### src/rtl/spim_pkg.sv
package spim_pkg;
  typedef enum logic [2:0] {
    RA_FCTL  = 3'd0,
    RA_PCTL  = 3'd1,
    RA_DATA  = 3'd2,
    RA_STAT  = 3'd3,
    RA_DIV   = 3'd4
  } reg_addr_e;

  localparam int FC_CPOL = 6;
  localparam int FC_CPHA = 7;
  localparam int PC_EN   = 1;

  localparam int ST_W = 5;

  typedef struct packed {
    logic       cpha;
    logic       cpol;
    logic [3:0] fsz;
  } frame_cfg_t;
endpackage

### src/rtl/spim_fifo.sv
module spim_fifo #(
  parameter int W     = 16,
  parameter int DEPTH = 8
) (
  input  logic         clk,
  input  logic         rst_n,
  input  logic         in_valid,
  output logic         in_ready,
  input  logic [W-1:0] in_data,
  output logic         out_valid,
  input  logic         out_ready,
  output logic [W-1:0] out_data
);
  localparam int AW = (DEPTH > 1) ? $clog2(DEPTH) : 1;
  localparam int CW = $clog2(DEPTH + 1);

  logic [W-1:0]  mem [DEPTH];
  logic [AW-1:0] wr_ptr, rd_ptr;
  logic [CW-1:0] level;
  logic          push, pop;

  assign in_ready  = (level != CW'(DEPTH));
  assign out_valid = (level != '0);
  assign push      = in_valid && in_ready;
  assign pop       = out_valid && out_ready;
  assign out_data  = mem[rd_ptr];

  function automatic logic [AW-1:0] nxt(input logic [AW-1:0] p);
    return (p == AW'(DEPTH - 1)) ? '0 : p + AW'(1);
  endfunction

  always_ff @(posedge clk) begin
    if (push) mem[wr_ptr] <= in_data;
  end

  always_ff @(posedge clk or negedge rst_n) begin
    if (!rst_n) begin
      wr_ptr <= '0;
      rd_ptr <= '0;
      level  <= '0;
    end else begin
      if (push) wr_ptr <= nxt(wr_ptr);
      if (pop)  rd_ptr <= nxt(rd_ptr);
      case ({push, pop})
        2'b10:   level <= level + CW'(1);
        2'b01:   level <= level - CW'(1);
        default: level <= level;
      endcase
    end
  end


  ovf_drop_chk: assert property (@(posedge clk) disable iff (!rst_n)
    (in_valid && !in_ready && !out_ready) |=> $stable(level));


  unf_hold_chk: assert property (@(posedge clk) disable iff (!rst_n)
    (!out_valid && out_ready && !in_valid) |=> (level == '0));
endmodule

### src/rtl/spim_regs.sv
module spim_regs
  import spim_pkg::*;
#(
  parameter int BUS_W  = 16,
  parameter int DATA_W = 16,
  parameter int PRE_W  = 8
) (
  input  logic              clk,
  input  logic              rst_n,
  input  logic              bus_en,
  input  logic              bus_we,
  input  logic [2:0]        bus_addr,
  input  logic [BUS_W-1:0]  bus_wdata,
  output logic [BUS_W-1:0]  bus_rdata,
  output frame_cfg_t        cfg,
  output logic              enable,
  output logic [PRE_W-1:0]  half_period,
  output logic              tx_push,
  output logic [DATA_W-1:0] tx_wdata,
  output logic              rx_pop,
  input  logic              rx_avail,
  input  logic [DATA_W-1:0] rx_rdata,
  input  logic [ST_W-1:0]   status
);
  logic [PRE_W-1:0] pre_q;
  reg_addr_e        ra;
  logic             wr, rd;

  assign ra          = reg_addr_e'(bus_addr);
  assign wr          = bus_en && bus_we;
  assign rd          = bus_en && !bus_we;
  assign tx_push     = wr && (ra == RA_DATA);
  assign tx_wdata    = bus_wdata[DATA_W-1:0];
  assign rx_pop      = rd && (ra == RA_DATA);
  assign half_period = {1'b0, pre_q[PRE_W-1:1]};

  always_ff @(posedge clk or negedge rst_n) begin
    if (!rst_n) begin
      cfg    <= '{cpha: 1'b0, cpol: 1'b0, fsz: 4'd7};
      enable <= 1'b0;
      pre_q  <= PRE_W'(2);
    end else if (wr) begin
      case (ra)
        RA_FCTL: begin
          cfg.fsz  <= bus_wdata[3:0];
          cfg.cpol <= bus_wdata[FC_CPOL];
          cfg.cpha <= bus_wdata[FC_CPHA];
        end
        RA_PCTL: enable <= bus_wdata[PC_EN];
        RA_DIV: begin
          if (bus_wdata[PRE_W-1:1] == '0) pre_q <= PRE_W'(2);
          else                            pre_q <= {bus_wdata[PRE_W-1:1], 1'b0};
        end
        default: ;
      endcase
    end
  end

  always_comb begin
    bus_rdata = '0;
    case (ra)
      RA_FCTL: begin
        bus_rdata[3:0]     = cfg.fsz;
        bus_rdata[FC_CPOL] = cfg.cpol;
        bus_rdata[FC_CPHA] = cfg.cpha;
      end
      RA_PCTL: bus_rdata[PC_EN] = enable;
      RA_DATA: bus_rdata = rx_avail ? BUS_W'(rx_rdata) : '0;
      RA_STAT: bus_rdata = BUS_W'(status);
      RA_DIV:  bus_rdata = BUS_W'(pre_q);
      default: bus_rdata = '0;
    endcase
  end


  div_even_chk: assert property (@(posedge clk) disable iff (!rst_n)
    (pre_q[0] == 1'b0) && (pre_q >= PRE_W'(2)));
endmodule

### src/rtl/spim_engine.sv
module spim_engine
  import spim_pkg::*;
#(
  parameter int DATA_W = 16,
  parameter int PRE_W  = 8
) (
  input  logic              clk,
  input  logic              rst_n,
  input  logic              enable,
  input  frame_cfg_t        cfg,
  input  logic [PRE_W-1:0]  half_period,
  input  logic              tx_valid,
  output logic              tx_ready,
  input  logic [DATA_W-1:0] tx_data,
  output logic              rx_valid,
  output logic [DATA_W-1:0] rx_data,
  output logic              active,
  output logic              sck,
  output logic              mosi,
  input  logic              miso
);
  localparam int NB_W = $clog2(DATA_W + 1);
  localparam int EW   = NB_W + 1;

  logic              busy_q, sck_q, mosi_q, cpol_l, cpha_l;
  logic [DATA_W-1:0] txsh, rxsh, aligned, sampled;
  logic [PRE_W-1:0]  hcnt, half_l;
  logic [EW-1:0]     ecnt;
  logic [NB_W-1:0]   nb_l, cfg_nb;
  logic              tick, last_edge, lead, start, sample_now, drive_now;

  function automatic logic [NB_W-1:0] frame_bits(input logic [3:0] f);
    int b;
    b = int'(f) + 1;
    if (b < 4) b = 4;
    if (b > DATA_W) b = DATA_W;
    return NB_W'(b);
  endfunction

  assign cfg_nb     = frame_bits(cfg.fsz);
  assign aligned    = tx_data << (NB_W'(DATA_W) - cfg_nb);
  assign sampled    = {rxsh[DATA_W-2:0], miso};
  assign tick       = busy_q && (hcnt == half_l - PRE_W'(1));
  assign last_edge  = (ecnt == ({nb_l, 1'b0} - EW'(1)));
  assign lead       = !ecnt[0];
  assign start      = enable && tx_valid && (!busy_q || (tick && last_edge));
  assign sample_now = tick && (lead ^ cpha_l);
  assign drive_now  = tick && (cpha_l ? lead : (!lead && !last_edge));

  assign tx_ready = start;
  assign rx_valid = tick && last_edge;
  assign rx_data  = cpha_l ? sampled : rxsh;
  assign active   = busy_q;
  assign sck      = sck_q;
  assign mosi     = mosi_q;

  always_ff @(posedge clk or negedge rst_n) begin
    if (!rst_n) begin
      busy_q <= 1'b0;
      sck_q  <= 1'b0;
      mosi_q <= 1'b0;
      cpol_l <= 1'b0;
      cpha_l <= 1'b0;
      txsh   <= '0;
      rxsh   <= '0;
      hcnt   <= '0;
      half_l <= PRE_W'(1);
      ecnt   <= '0;
      nb_l   <= NB_W'(8);
    end else if (start) begin
      busy_q <= 1'b1;
      hcnt   <= '0;
      ecnt   <= '0;
      cpol_l <= cfg.cpol;
      cpha_l <= cfg.cpha;
      nb_l   <= cfg_nb;
      half_l <= half_period;
      rxsh   <= '0;
      sck_q  <= cfg.cpol;
      if (!cfg.cpha) begin
        mosi_q <= aligned[DATA_W-1];
        txsh   <= aligned << 1;
      end else begin
        txsh   <= aligned;
      end
    end else if (busy_q) begin
      if (tick) begin
        hcnt  <= '0;
        ecnt  <= ecnt + EW'(1);
        sck_q <= ~sck_q;
        if (sample_now) rxsh <= sampled;
        if (drive_now) begin
          mosi_q <= txsh[DATA_W-1];
          txsh   <= txsh << 1;
        end
        if (last_edge) busy_q <= 1'b0;
      end else begin
        hcnt <= hcnt + PRE_W'(1);
      end
    end else begin
      sck_q <= cfg.cpol;
    end
  end


  idle_hold_chk: assert property (@(posedge clk) disable iff (!rst_n)
    (!busy_q && !enable) |=> !busy_q);


  mosi_lead_chk: assert property (@(posedge clk) disable iff (!rst_n)
    (busy_q && $past(busy_q) && cpha_l && !$stable(mosi_q)) |-> (sck_q != cpol_l));


  half_bound_chk: assert property (@(posedge clk) disable iff (!rst_n)
    busy_q |-> (hcnt < half_l));


  gapless_chk: assert property (@(posedge clk) disable iff (!rst_n)
    (tick && last_edge && enable && tx_valid) |=> (busy_q && ecnt == '0));
endmodule

### src/rtl/spim_top.sv
module spim_top
  import spim_pkg::*;
#(
  parameter int BUS_W  = 16,
  parameter int DATA_W = 16,
  parameter int DEPTH  = 8,
  parameter int PRE_W  = 8
) (
  input  logic             clk,
  input  logic             rst_n,
  input  logic             bus_en,
  input  logic             bus_we,
  input  logic [2:0]       bus_addr,
  input  logic [BUS_W-1:0] bus_wdata,
  output logic [BUS_W-1:0] bus_rdata,
  output logic             sck,
  output logic             mosi,
  input  logic             miso
);
  frame_cfg_t        cfg;
  logic              enable;
  logic [PRE_W-1:0]  half_period;
  logic              tx_push, tx_nfull, tx_avail, tx_take;
  logic [DATA_W-1:0] tx_wdata, tx_head;
  logic              rx_push, rx_nfull, rx_avail, rx_pop;
  logic [DATA_W-1:0] rx_word, rx_head;
  logic              eng_active;
  logic [ST_W-1:0]   status;

  assign status = {eng_active || tx_avail, !rx_nfull, rx_avail, tx_nfull, !tx_avail};

  spim_regs #(.BUS_W(BUS_W), .DATA_W(DATA_W), .PRE_W(PRE_W)) u_regs (
    .clk(clk), .rst_n(rst_n),
    .bus_en(bus_en), .bus_we(bus_we), .bus_addr(bus_addr),
    .bus_wdata(bus_wdata), .bus_rdata(bus_rdata),
    .cfg(cfg), .enable(enable), .half_period(half_period),
    .tx_push(tx_push), .tx_wdata(tx_wdata),
    .rx_pop(rx_pop), .rx_avail(rx_avail), .rx_rdata(rx_head),
    .status(status)
  );

  spim_fifo #(.W(DATA_W), .DEPTH(DEPTH)) u_txq (
    .clk(clk), .rst_n(rst_n),
    .in_valid(tx_push), .in_ready(tx_nfull), .in_data(tx_wdata),
    .out_valid(tx_avail), .out_ready(tx_take), .out_data(tx_head)
  );

  spim_fifo #(.W(DATA_W), .DEPTH(DEPTH)) u_rxq (
    .clk(clk), .rst_n(rst_n),
    .in_valid(rx_push), .in_ready(rx_nfull), .in_data(rx_word),
    .out_valid(rx_avail), .out_ready(rx_pop), .out_data(rx_head)
  );

  spim_engine #(.DATA_W(DATA_W), .PRE_W(PRE_W)) u_eng (
    .clk(clk), .rst_n(rst_n),
    .enable(enable), .cfg(cfg), .half_period(half_period),
    .tx_valid(tx_avail), .tx_ready(tx_take), .tx_data(tx_head),
    .rx_valid(rx_push), .rx_data(rx_word),
    .active(eng_active), .sck(sck), .mosi(mosi), .miso(miso)
  );
endmodule

### config.mk
export PLATFORM = sky130hd
export DESIGN_NAME = spim_top
export DESIGN_NICKNAME = d
export VERILOG_FILES = /design/src/rtl/spim_pkg.sv /design/src/rtl/spim_fifo.sv /design/src/rtl/spim_regs.sv /design/src/rtl/spim_engine.sv /design/src/rtl/spim_top.sv
export SDC_FILE = /design/constraint.sdc
export NUM_CORES = 1
export LEC_CHECK = 0
export ABC_AREA = 1
export BUFFER_PORTS_ARGS = -buffer_cell sky130_fd_sc_hd__buf_2
export CAP_MARGIN = 20
export CORE_MARGIN = 3
export CORE_UTILIZATION = 30
export CTS_BUF_LIST = sky130_fd_sc_hd__clkbuf_8
export CTS_CLUSTER_SIZE = 28
export DETAILED_ROUTE_END_ITERATION = 16
export PLACE_DENSITY = 0.45
export SLEW_MARGIN = 25
export SYNTH_ARGS = -nofsm -noshare
export SYNTH_HDL_FRONTEND = slang
export SYNTH_SLANG_ARGS = --single-unit
### constraint.sdc
create_clock -name clk -period 5.13 [get_ports clk]
set_input_delay 0 -clock clk [delete_from_list [all_inputs] [get_ports clk]]
set_output_delay 0 -clock clk [all_outputs]
set_load 0.05 [all_outputs]
Word level (Yosys, flattened, before mapping)
Memory sizes are Yosys's and may differ from the RTL's.
Index checks and enable logic that the tools add are counted.

word-level totals
  flip-flop bits (word level) = 97
  bits in writable memories = 256
  bits of input ports = 24
  output and inout port bits = 18
  logic and storage cells = 149
  memories = 2

operators by class
  add/sub/neg operators = 14
  order comparisons = 2
  eq/ne operators = 18
  shift operators = 1
  muxes and demuxes = 49
  bitwise gates (word level) = 2
  reduce and logical (&&, ||, !) cells = 40

memory list
  name       depth  bits a word  read ports  clocked after Yosys merged registers in  write ports  line             source
  u_rxq.mem  8      16           1           0                                        1            spim_fifo.sv:17  logic [W-1:0] mem [DEPTH];
  u_txq.mem  8      16           1           0                                        1            spim_fifo.sv:17

operators with widths
  kind                                                 number
  two-way mux 16 bit                                   11
  two-way mux 8 bit                                    5
  < comparator 32 x 4 -> 1 bit, second input constant  1
  two-way mux 6 bit                                    3
  two-way mux 1 bit                                    17
  case mux 4 bit (2 select lines)                      2
  << shifter 16 x 5 -> 16 bit                          1
  equality test 3 bit, second input constant           5
  logical AND 1 bit                                    15
  adder 3 x 1 -> 3 bit, second input constant          4
  two-way mux 3 bit                                    4
  case mux 2 bit (3 select lines)                      2
  nonzero test 2 bit                                   6
  two-way mux 5 bit                                    2
  adder 4 x 1 -> 4 bit, second input constant          2
  adder 8 x 1 -> 8 bit, second input constant          1
  equality test 8 bit                                  1
  != test 4 bit, second input constant                 2
  case mux 2 bit (4 select lines)                      1
  AND reduction 2 bit                                  4
  nonzero test 4 bit                                   2
  subtractor 4 x 1 -> 4 bit, second input constant     2
  subtractor 7 x 1 -> 8 bit, second input constant     1
  logical NOT 7 bit                                    1
  other kinds (21)                                     31

Depth between registers and ports, before layout
  word-level depth = 10
  mapped depth = 23

Hierarchy
From an unflattened synthesis, not the netlist that was laid out.

unflattened totals
  cells, all modules = 2,152
  area, all modules = 18,008.5 µm²

modules (own cells, without submodules)
  module       times used  cells each  area each (µm²)
  spim_fifo    2           639         6,128.4
  spim_engine  1           704         4,631.9
  spim_regs    1           166         1,102.3
  spim_top     1           4           17.5

Least setup slack after synthesis
OpenSTA, ideal clock, no wires.

  kind = register to register
  start = register u_eng.half_l[0]
  end = memory u_rxq.mem[4][0] (enable)
  library setup time = 409 ps
  arrival time = 3,244 ps
  data required time = 4,721 ps
  slack = 1,477 ps
  stages on the path, launching flop included = 17
  path buffers = 0
  period minus slack after synthesis = 3,653 ps
  cells stage by stage = dfstp_2 > inv_1 > ha_1 > inv_1 > nand2_1 > nand2_1 > nand2_1 > nor2_1 > nand2_1 > nor2_2 > nand3_4 > nor2_8 > inv_2 > nor3_4 > inv_2 > or2_4 > nor3_1

on the way
  cells in the longest elaborated chain, start to end = 7

RTL lines
  element                                  line               source
  from (decl)                              spim_engine.sv:27  logic [PRE_W-1:0] hcnt, half_l;
  from (signal assigned)                   spim_engine.sv:77  half_l <= half_period;
  subtractor 7 x 1 -> 8 bit                spim_engine.sv:43  assign tick = busy_q && (hcnt == half_l - PRE_W'(1));
  equality test 8 bit                      spim_engine.sv:43
  logical AND 1 bit                        spim_engine.sv:43
  logical AND 1 bit                        spim_engine.sv:51  assign rx_valid = tick && last_edge;
  logical AND 1 bit                        spim_fifo.sv:24    assign push = in_valid && in_ready;
  two-way mux 1 bit                        spim_fifo.sv:33    if (push) mem[wr_ptr] <= in_data;
  two-way mux 1 bit (implied by the code)  spim_fifo.sv:33
  to (decl)                                spim_fifo.sv:17

No other way between the ends.

Final worst setup path
  start = register, netlist name u_regs.cfg[1]
  end = register u_eng.txsh[15]

on the way
  cells in the longest elaborated chain, start to end = 9

RTL lines
  element                          line               source
  adder 4 x 1 -> 5 bit (*)         spim_engine.sv:34  b = int'(f) + 1;
  < comparator 32 x 4 -> 1 bit     spim_engine.sv:35  if (b < 4) b = 4;
  two-way mux 5 bit (*)            spim_engine.sv:35
  > comparator 5 bit               spim_engine.sv:36  if (b > DATA_W) b = DATA_W;
  two-way mux 5 bit (*)            spim_engine.sv:36
  subtractor 5 bit (*)             spim_engine.sv:41  assign aligned = tx_data << (NB_W'(DATA_W) - cfg_nb);
  << shifter 16 x 5 -> 16 bit (*)  spim_engine.sv:41
  two-way mux 16 bit (*)           spim_engine.sv:80  if (!cfg.cpha) begin
  two-way mux 16 bit (*)           spim_engine.sv:70  end else if (start) begin
  to (signal assigned)             spim_engine.sv:82  txsh <= aligned << 1;
  to (signal assigned)             spim_engine.sv:84  txsh <= aligned;
  to (signal assigned)             spim_engine.sv:94  txsh <= txsh << 1;
  to (decl)                        spim_engine.sv:26  logic [DATA_W-1:0] txsh, rxsh, aligned, sampled;

Every way passes the cells marked *; elsewhere a longest branch is shown, timed or not.
A chain may end at the register's enable or synchronous reset.

==> reports/metrics.yaml <==
clock_tree:
  cts_max_path_buffers: 3
  insertion_delay_ps: 650
  clockRootBuffer: "clkbuf_8"
  cts_tree: "yes"
  cts_setup_buffers: 0
  cts_hold_buf: 28
  clk_pin_slew_ps: 60
  numCtsBuffers: 61
  cts_resized: 0
  cts_max_level: 2
  cts.sinks: 352
worst_setup_path:
  cp_max_fo: 21
  crit_arrival_ps: 4490
  crit_path_start_kind: "flop"
  cp-end-kind: "flop"
  cp.required_ps: 5720
  worstSetupPathType: "flop to flop"
place:
  place_congestion: 0.8639
  portBuffers: 41
  dpl.hpwl_um: 27010
layout:
  area_growth_pct: 15.54
  n_fill_cell: 5501
  seqCellArea_um2: 10100
  drive_above_1_share: 0.1133
  multi_input_area_um2: 5418
  nets: 1880
global_routing:
  grt_pass1_wl_um: 68440
  grt_pass1_vias: 11890
  grt_use_met2: 0.2577
  track_usage: 0.1532
  gr-max-usage-layer: "met2"
  grt_use_met3: 0.02925
  grt-ovfl-total: 0
  antenna_found_initial: 6
  grt_max_degree: 75
  use_met1: 0.2010
yosys:
  yosysMostFrequentCell: "nand2_1"
  synth_fp_nets: 1783
  yosysWarnings: 0
  synth_area_leaders: "edfxtp_1 46%, dfrtp_1 14%, nand2_1 9.4%, inv_1 4.6%, nand3_1 4.5%"
  syn_inst: 1738
  synth_ff_type: "edfxtp_1"
  ys_types: 47
  yosysTopAreaCell: "edfxtp_1"
  yosys_register_bits: 352
  synth_area_um2: 16540
  postSynth.asyncResetShare: 0.2727
  syn-mean-instance-area_um2: 9.518
  synth_top_area_share: 0.4647
  synth_edf_count: 256
  ys_seq_area_frac: 0.6104
  synth_common_cells: "415 x nand2_1, 256 x edfxtp_1, 201 x inv_1"
floorplanning:
  initial_core_util: 0.3050
  die_area_um2: 57990
  coreArea_um2: 54240
  die_w_um: 240.8
  die_h_um: 240.8
  num_rows: 85
  num_io_pins: 42
job:
  cap_violations: 0
timing:
  grt_setup_unrepaired: "no"
  slew_violations: 0
  worst_pin_slew_ps: 1037
  fin_crit_ps: 3898
  finalSetupTns_ps: 0
  finalHoldViolCount: 0
  finalClockSkew_ps: 32.94
  slew-limit-headroom: 0.3013
  setup_violations: 0
  whs_ps: 173.1
  fmaxAchievable_mhz: 256.6
  min_period_over_period: 0.7598
route:
  wirelength_um: 43790
  via_count: 12140
  first_pass_iters: 5
  post_drt_wl_per_cell_um: 16.93
  vias_per_cell: 4.696
  drt_iter0_drc: 762
  drc: 0
  ant_nets: 0
power:
  p_leak_nw: 7.950
  power_density_nw_per_um2: 477.1
  vdd_drop_max_uv: 198.8
run_status:
  outcome: "finished clean"
min_path:
  hp-class: "input port to flop"
==> stage by stage <==
stage / cells / power [W] / util / cell area [µm²] / setup slack, ps
4_1_cts: 2583 / 0.009268 / 0.3520 / 19090 / 1303
3_5_place_dp: 2439 / 0.006737 / 0.3253 / 17640 / 1307
6_report: 2586 / 0.009119 / 0.3524 / 19110 / 1232
2_1_floorplan: 1738 / 0.005837 / - / 16540 / 1477
5_1_grt: 2585 / 0.009848 / 0.3523 / 19110 / 845.6
3_3_place_gp: 2439 / 0.006719 / 0.3253 / 17640 / 1447
==> flip-flops by register name, indices dropped and copies added, names as in the netlist <==
register       flops
u_eng.sck          1
u_eng.txsh        16
u_eng.hcnt         8
u_rxq.wr_ptr       3
u_eng.half_l       7
u_eng.cpha_l       1
u_txq.level        4
u_regs.cfg         6
u_txq.rd_ptr       3
u_rxq.mem        128
u_eng.ecnt         6
u_eng.rxsh        16
u_txq.wr_ptr       3
u_eng.nb_l         5
u_eng.mosi         1
u_eng.active       1
u_regs.enable      1
u_regs.pre_q       7
u_txq.mem        128
u_rxq.rd_ptr       3
u_rxq.level        4
==> worst paths after layout <==
kind / start / endpoint / slack (ps) / cells after the start
min in group asynchronous: rst_n / u_eng.txsh[13]$_DFFE_PN0P_ / 470 / 3
worst min-delay path: bus_wdata[11] / u_txq.mem[4][11]$_DFFE_PP_ / 170 / 2
max in group asynchronous: rst_n / u_regs.cfg[0]$_DFFE_PN1P_ / 3710 / 4
worst max-delay path: u_regs.cfg[1]$_DFFE_PN1P_ / u_eng.txsh[15]$_DFFE_PN0P_ / 1230 / 19
worst max register to register: u_regs.cfg[1]$_DFFE_PN1P_ / u_eng.txsh[15]$_DFFE_PN0P_ / 1230 / 19
worst min register to register: u_eng.mosi$_DFFE_PN0P_ / u_eng.mosi$_DFFE_PN0P_ / 480 / 2
==> critical path, stage by stage (launching register included) <==
cell and delay (ps):
dfstp_2 580, ha_1 170, nand2_1 70, inv_1 70, nand2_1 130, nand2_1 120
inv_1 40, nand2_1 70, nand2_1 370, ha_1 740, clkinv_1 540, nand2_1 260
nand3_1 120, nand3_1 120, nand2_1 50, nor2_1 140, nand2_1 70, nand3_1 70
nand2_1 50, inv_1 50
==> layout by cell type, fill, tap and decap left out, types with 23 or more instances in the layout <==
cell type / count
nand2_1: 415
edfxtp_1: 256
inv_1: 224
nor2_1: 170
nand3_1: 148
o21ai_0: 139
dfrtp_1: 88
clkbuf_8: 67
buf_2: 40
o22ai_1: 36
buf_4: 36
dlygate4sd3_1: 29
a21oi_1: 23
==> metal layers <==
layer / vias up / routed length, µm
met5: - / 44
met4: 8 / 1008
met3: 79 / 1999
met2: 218 / 20870
met1: 5814 / 19870
li1: 6025 / -
==> final cells by class <==
type                    count  area share
flip-flops and latches    352      0.5284
multi-input cells        1107      0.2835
clock buffers              67     0.04825
well taps                 696     0.04556
inverters                 207     0.04072
repair buffers            106     0.04039
clock inverters            49     0.01296
diodes                      2   0.0002618
==> report_power, final <==
group,leakage [nW],switching (W),internal (W)
Clock,0.687,0.00116,0.00129
Sequential,3.48,0.000204,0.00331
Combinational,3.78,0.00218,0.000965
==> logic make-up after synthesis <==
kind of cell	synth area share
AOI/OAI and AO/OA	0.08729
buffers and inverters	0.06633
and+or+nand+nor	0.2048
adders and majority gates	0.01634
DFF	0.6104
xor gates and xnor gates	0.01422
muxes	0.0006807
Power figures use the tool's default switching activity.
